--- config.mk ---
export PLATFORM = sky130hd
export DESIGN_NAME = tri_interval_timer
export DESIGN_NICKNAME = d
export VERILOG_FILES = /design/src/rtl/tmr_pkg.sv /design/src/rtl/tmr_prescale.sv /design/src/rtl/tmr_chan.sv /design/src/rtl/tri_interval_timer.sv
export SDC_FILE = /design/constraint.sdc
export NUM_CORES = 1
export LEC_CHECK = 0
export BUFFER_PORTS_ARGS = -buffer_cell sky130_fd_sc_hd__buf_2
export CAP_MARGIN = 25
export CORE_ASPECT_RATIO = 2
export CORE_MARGIN = 2
export CORE_UTILIZATION = 39
export CTS_CLUSTER_DIAMETER = 60
export CTS_CLUSTER_SIZE = 10
export DETAILED_ROUTE_END_ITERATION = 6
export PLACE_DENSITY = 0.62
export SLEW_MARGIN = 25
export SYNTH_ARGS = -nofsm -noshare
export SYNTH_HDL_FRONTEND = slang
export SYNTH_SLANG_ARGS = --single-unit
--- constraint.sdc ---
create_clock -name clk_i -period 2.6 [get_ports clk_i]
set_input_delay 0.78 -clock clk_i [delete_from_list [all_inputs] [get_ports clk_i]]
set_output_delay 0.78 -clock clk_i [all_outputs]
set_load 0.005 [all_outputs]
--- src/rtl/tmr_pkg.sv ---
package tmr_pkg;
  localparam int unsigned NUM_TMR  = 3;
  localparam int unsigned DIV_W    = 8;
  localparam int unsigned CNT_W    = 4;
  localparam int unsigned PRE_SLOW = 128;
  localparam int unsigned PRE_FAST = 16;
  localparam int unsigned FAST_IDX = 2;
endpackage

--- src/rtl/tmr_prescale.sv ---
module tmr_prescale #(
  parameter int unsigned LEN = 128
) (
  input  logic clk_i,
  input  logic rst_ni,
  input  logic tick_i,
  output logic fire_o
);
  localparam int unsigned PW = (LEN > 2) ? $clog2(LEN) : 1;

  logic [PW-1:0] pre_q;

  assign fire_o = tick_i && (pre_q == '0);

  always_ff @(posedge clk_i or negedge rst_ni) begin
    if (!rst_ni)     pre_q <= '0;
    else if (tick_i) pre_q <= (pre_q == '0) ? PW'(LEN - 1) : pre_q - 1'b1;
  end

  // idle without core enable, reload on expiry
  a_r2_hold: assert property (@(posedge clk_i) disable iff (!rst_ni)
    !tick_i |=> $stable(pre_q));
  a_r2_reload: assert property (@(posedge clk_i) disable iff (!rst_ni)
    fire_o |=> pre_q == PW'(LEN - 1));
endmodule

--- src/rtl/tmr_chan.sv ---
module tmr_chan #(
  parameter int unsigned DIV_W = 8,
  parameter int unsigned CNT_W = 4
) (
  input  logic             clk_i,
  input  logic             rst_ni,
  input  logic             fire_i,
  input  logic             en_we_i,
  input  logic             en_d_i,
  input  logic             tgt_we_i,
  input  logic [DIV_W-1:0] tgt_d_i,
  input  logic             rd_i,
  output logic [CNT_W-1:0] cnt_o
);
  logic             en_q;
  logic [DIV_W-1:0] tgt_q, div_q, div_inc;
  logic [CNT_W-1:0] cnt_q;
  logic             rise, adv, hit;

  assign rise    = en_we_i && en_d_i && !en_q;
  assign adv     = fire_i && en_q;
  assign div_inc = div_q + 1'b1;     // wraps, so target 0 waits 256 steps
  assign hit     = (div_inc == tgt_q);
  assign cnt_o   = cnt_q;

  always_ff @(posedge clk_i or negedge rst_ni) begin
    if (!rst_ni) begin
      en_q  <= 1'b0;
      tgt_q <= '0;
      div_q <= '0;
      cnt_q <= '0;
    end else begin
      if (en_we_i)  en_q  <= en_d_i;
      if (tgt_we_i) tgt_q <= tgt_d_i;
      if (rise) begin
        div_q <= '0;
        cnt_q <= '0;
      end else begin
        if (adv)            div_q <= hit ? '0 : div_inc;
        if (rd_i)           cnt_q <= '0;
        else if (adv && hit) cnt_q <= cnt_q + 1'b1;
      end
    end
  end

  a_r6_rise_clears: assert property (@(posedge clk_i) disable iff (!rst_ni)
    rise |=> (cnt_q == '0) && (div_q == '0));
  a_r7_rewrite_keeps: assert property (@(posedge clk_i) disable iff (!rst_ni)
    (en_we_i && en_d_i && en_q && !fire_i && !rd_i) |=> $stable(cnt_q) && $stable(div_q));
  a_r8_disabled_holds: assert property (@(posedge clk_i) disable iff (!rst_ni)
    (!en_q && !rise) |=> $stable(div_q));
  a_r9_read_clears: assert property (@(posedge clk_i) disable iff (!rst_ni)
    rd_i |=> cnt_q == '0);
  a_r3_single_step: assert property (@(posedge clk_i) disable iff (!rst_ni)
    (!rd_i && !rise) |=> (cnt_q == $past(cnt_q)) || (cnt_q == CNT_W'($past(cnt_q) + 1'b1)));
endmodule

--- src/rtl/tri_interval_timer.sv ---
module tri_interval_timer
  import tmr_pkg::*;
#(
  parameter int unsigned N_TMR  = NUM_TMR,
  parameter int unsigned D_W    = DIV_W,
  parameter int unsigned C_W    = CNT_W,
  parameter int unsigned P_SLOW = PRE_SLOW,
  parameter int unsigned P_FAST = PRE_FAST,
  parameter int unsigned F_IDX  = FAST_IDX
) (
  input  logic               clk_i,
  input  logic               rst_ni,
  input  logic               tick_i,
  input  logic               en_we_i,
  input  logic [N_TMR-1:0]   en_d_i,
  input  logic [N_TMR-1:0]   tgt_we_i,
  input  logic [D_W-1:0]     tgt_d_i,
  input  logic [N_TMR-1:0]   rd_i,
  output logic [N_TMR*C_W-1:0] cnt_o
);
  logic [N_TMR-1:0] fire;

  for (genvar g = 0; g < N_TMR; g++) begin : g_tmr
    localparam int unsigned LEN = (g == F_IDX) ? P_FAST : P_SLOW;

    tmr_prescale #(.LEN(LEN)) u_pre (
      .clk_i  (clk_i),
      .rst_ni (rst_ni),
      .tick_i (tick_i),
      .fire_o (fire[g])
    );

    tmr_chan #(.DIV_W(D_W), .CNT_W(C_W)) u_chan (
      .clk_i    (clk_i),
      .rst_ni   (rst_ni),
      .fire_i   (fire[g]),
      .en_we_i  (en_we_i),
      .en_d_i   (en_d_i[g]),
      .tgt_we_i (tgt_we_i[g]),
      .tgt_d_i  (tgt_d_i),
      .rd_i     (rd_i[g]),
      .cnt_o    (cnt_o[g*C_W +: C_W])
    );
  end

  // no expiry without core enable
  a_r2_fire_gated: assert property (@(posedge clk_i) disable iff (!rst_ni)
    !tick_i |-> fire == '0);
endmodule

==> out/summary.txt <==
======================================================================================
Maximum cell stage delay along the critical path                               0.46 ns
Count of pins on the block boundary                                                 33
Class of the most critical setup path                                          reg2reg
Area share of the largest cell type after synthesis                              45.7%
Detailed-router iteration count before antenna repair                                4
Final clock period utilization by the worst path                                 93.7%
Launching element type of the critical path                                  flip-flop
Final-report max-slew violation count                                                0
Reg2reg path depth                                                                   8
Largest net degree at the start of global routing                                   35
Top library cells by usage in the layout, fill and taps aside             sky130_fd_sc_hd__dfrtp_1 (81), sky130_fd_sc_hd__nand2_1 (40), sky130_fd_sc_hd__buf_2 (32), sky130_fd_sc_hd__nor2_1 (31), sky130_fd_sc_hd__nand3_1 (26)
Sinks on Clock Net                                                                  81
Largest cells by area after synthesis                                     sky130_fd_sc_hd__dfrtp_1 (46%), sky130_fd_sc_hd__mux2_2 (6.4%), sky130_fd_sc_hd__ha_1 (3.4%), sky130_fd_sc_hd__nand2_1 (3.4%), sky130_fd_sc_hd__xnor2_1 (3.4%)
Quantity of I/O buffers inserted on ports                                           32
DRT antenna net count                                                                0
Beginning of the worst register-to-register path                          g_tmr[1].u_chan.div_q[1]$_DFFE_PN0P_
Transition time of the tightest slew-check pin                                0.597 ns
Post-route clock skew                                                        0.0110 ns
Leading area contributor after synthesis                                  sky130_fd_sc_hd__dfrtp_1
# fillers                                                                        1,059
Static Leakage                                                                 2.28 nW
Die Y                                                                           155 µm
Avg WL per Cell                                                                15.4 µm
CTS buffer count                                                                     9
Maximum ir drop on the vdd rail                                               0.406 mV
Final routed wirelength across all metal layers                                9850 µm
Final count of negative-setup-slack endpoints                                        0
Most frequent standard cell in the layout excluding fill and tap cells    sky130_fd_sc_hd__dfrtp_1
Worst reg2reg path endpoint                                               g_tmr[1].u_chan.cnt_o[3]$_DFFE_PN0P_
Vias post-DR                                                                     3,490
Layout Utilization                                                               45.9%
Antenna violations before repair                                                     0
Clock Path Buffers                                                                   2
Share of synthesized flip-flops with an asynchronous set or reset                 100%
Half-perimeter wire length of the detailed placement result                    7420 µm
Fraction of the yosys area taken by sequential cells                             45.7%
TritonCTS clock tree                                                             built
Critical path, cell by cell                                               ha_1, nand3_1, or3_4, a2111oi_4, nand4_1, buf_4, or4_1, a21oi_1
WP data required                                                               2.87 ns
Count of endpoints failing hold in the final timing report                           0
DIE AREA                                                                    12,300 µm²
Placer congestion estimate                                                       0.834
Number of vias per cell after detailed routing                                    5.44
Placeable core area                                                         11,200 µm²
FMAX                                                                           411 MHz
GR Util All Layers                                                               17.0%
Area added between synthesis and finish                                          16.2%
Area of the multi-input gates                                                 2270 µm²
Share of cells above drive strength 1                                            21.2%
Total Power                                                                    3.48 mW
Die span in x                                                                  79.4 µm
Iter 0 DRT Violations                                                              185
Number of warnings printed during yosys synthesis                                    0
RSZ-0062 raised after global routing                                                no
Shortest period the worst path allows                                          2.44 ns
Clock latency reported for the late side of the worst-skew pair                0.35 ns
Total standard cell area after synthesis                                      4430 µm²
Area of all placed cells without fillers                                      5150 µm²
Leading register cell type out of synthesis                               sky130_fd_sc_hd__dfrtp_1
Flip-flop and latch count after synthesis                                           81
Synthesized area per cell                                                     9.89 µm²
Summed negative setup slack over all endpoints                                    0 ns
Sequential cell area                                                          2030 µm²
Beginning of the critical path                                            g_tmr[1].u_chan.div_q[1]$_DFFE_PN0P_
Net Count, Synth                                                                   481
Number of cell rows                                                                 55
Run status                                                                   completed
CTS H-tree depth                                                                     3
Placed instance area                                                          4850 µm²
Clock-pin slew on the worst setup and hold paths                               0.06 ns
Starting Density                                                                 39.5%
Worst-case register-to-register setup slack                                    0.16 ns
Type of element capturing the critical path                                  flip-flop
Largest fanout of any net on the critical path                                       6
Remaining global-route overflow                                                      0
Buffering stage count on the worst path with inverters included                      1
Cell at the root of the clock tree                                        sky130_fd_sc_hd__clkbuf_16
Critical path's top delay family                                          simple AND/OR/NAND/NOR gates
Gate Count Post-Synth                                                              448
WP depth                                                                             8
Worst hold-check slack                                                        0.384 ns
Power Dens Cells                                                            676 nW/µm²
Number of distinct standard cells referenced by the synthesized netlist             50
Worst slew margin                                                                60.1%
Residual DRC count                                                                   0
Hold Path Class                                                               in2async
Vias in the first global route                                                   3,482
Hold-fix buffer count after cts                                                      0
Count of antenna diodes in the layout                                                0
Count of flip-flops with a built-in enable after synthesis                           0
Crit path arrival time                                                         2.71 ns
Maxcap violations                                                                    0
Global-route wire length before repair                                       16,200 µm
Slowest cell on the critical path                                         sky130_fd_sc_hd__or4_1
Number of nets at the end of the flow                                              527
======================================================================================
-- kinds of logic (layout without fill, tap and decap cells) --
family | after synthesis | after routing | share of synthesized area, %
fa+ha+maj | 12 | 12 | 3.39
simple gates | 163 | 163 | 18.5
buf+inv | 36 | 87 | 3.19
flops | 81 | 81 | 45.7
compound gates | 87 | 87 | 13.7
mux | 37 | 37 | 9.06
xor+xnor | 32 | 32 | 6.32
-- worst max-delay path by stage --
| stage | to | slack, ns |
|---|---|---|
| floorplan | g_tmr[1].u_chan.cnt_o[3]$_DFFE_PN0P_ | 0.28 |
| global placement | g_tmr[1].u_chan.cnt_o[3]$_DFFE_PN0P_ | 0.12 |
| detailed placement | g_tmr[1].u_chan.cnt_o[3]$_DFFE_PN0P_ | 0.08 |
| finish | g_tmr[1].u_chan.cnt_o[3]$_DFFE_PN0P_ | 0.16 |
| CTS | g_tmr[1].u_chan.div_q[5]$_DFFE_PN0P_ | 0.14 |
| global route | g_tmr[1].u_chan.cnt_o[3]$_DFFE_PN0P_ | 0.01 |
-- cell type report --
cell class / count / share of cell area (%)
Clock buffer: 9 / 4.37
Clock inverter: 7 / 1.04
Inverter: 18 / 1.31
Multi-Input combinational cell: 331 / 44.0
Sequential cell: 81 / 39.3
Tap cell: 142 / 3.45
Timing Repair Buffer: 53 / 6.49
-- per-layer routing --
layer / up-vias / track usage [%] / part of all wire (%)
met5: - / 0 / 0
met4: 0 / 9.03 / 3.3
met3: 16 / 3.68 / 3.3
met2: 63 / 30.5 / 54
met1: 1704 / 18.1 / 40
li1: 1707 / - / -
-- cells in the mapped netlist (5+ instances only) --
| cell type | n |
|---|---|
| sky130_fd_sc_hd__dfrtp_1 | 81 |
| sky130_fd_sc_hd__xnor2_1 | 17 |
| sky130_fd_sc_hd__inv_1 | 18 |
| sky130_fd_sc_hd__nand2_1 | 40 |
| sky130_fd_sc_hd__nand2b_1 | 5 |
| sky130_fd_sc_hd__and3_1 | 7 |
| sky130_fd_sc_hd__ha_1 | 12 |
| sky130_fd_sc_hd__nor3_1 | 10 |
| sky130_fd_sc_hd__clkbuf_1 | 13 |
| sky130_fd_sc_hd__o31ai_1 | 9 |
| sky130_fd_sc_hd__a22o_1 | 6 |
| sky130_fd_sc_hd__nand4_1 | 11 |
| sky130_fd_sc_hd__nand3_1 | 26 |
| sky130_fd_sc_hd__xor2_1 | 15 |
| sky130_fd_sc_hd__nor2_1 | 31 |
| sky130_fd_sc_hd__o311ai_0 | 6 |
| sky130_fd_sc_hd__nor2b_1 | 7 |
| sky130_fd_sc_hd__or3_1 | 6 |
| sky130_fd_sc_hd__a31oi_1 | 8 |
| sky130_fd_sc_hd__o21ai_0 | 20 |
| sky130_fd_sc_hd__mux2_2 | 25 |
| sky130_fd_sc_hd__mux2i_1 | 12 |
| sky130_fd_sc_hd__a21oi_1 | 16 |
-- power by group --
| group | total (mW) | leakage [nW] | internal (mW) | switching, mW |
|---|---|---|---|---|
| sequential | 1.62 | 1.03 | 1.45 | 0.174 |
| combinational | 0.655 | 1.12 | 0.300 | 0.355 |
| clock | 1.21 | 0.128 | 0.653 | 0.553 |
-- timing repair --
action	4_1_cts	5_1_grt
setup buffers	0	2
resized for setup	0	2
endpoints found under the setup margin	0	4
-- flip-flops by register name, summed over array words and instances (netlist names) --
| signal | count |
|---|---|
| g_tmr.u_chan.div_q | 24 |
| g_tmr.u_chan.cnt_o | 12 |
| g_tmr.u_pre.pre_q | 18 |
| g_tmr.u_chan.tgt_q | 24 |
| g_tmr.u_chan.en_q | 3 |
-- stage by stage --
step	std cells	setup WS, ns
after floorplan	448	0.285
after global placement	622	0.121
after detailed placement	622	0.0829
after CTS	638	0.140
after global routing	641	0.0105
final	641	0.164
-- worst register-to-register path: stages (launching register included) --
cell and delay (ns):
sky130_fd_sc_hd__dfrtp_1 0.38, sky130_fd_sc_hd__ha_1 0.18, sky130_fd_sc_hd__nand3_1 0.13, sky130_fd_sc_hd__or3_4 0.40, sky130_fd_sc_hd__a2111oi_4 0.35, sky130_fd_sc_hd__nand4_1 0.13, sky130_fd_sc_hd__buf_4 0.18, sky130_fd_sc_hd__or4_1 0.46
sky130_fd_sc_hd__a21oi_1 0.15
No activity file was read; power rests on OpenSTA's default activity.
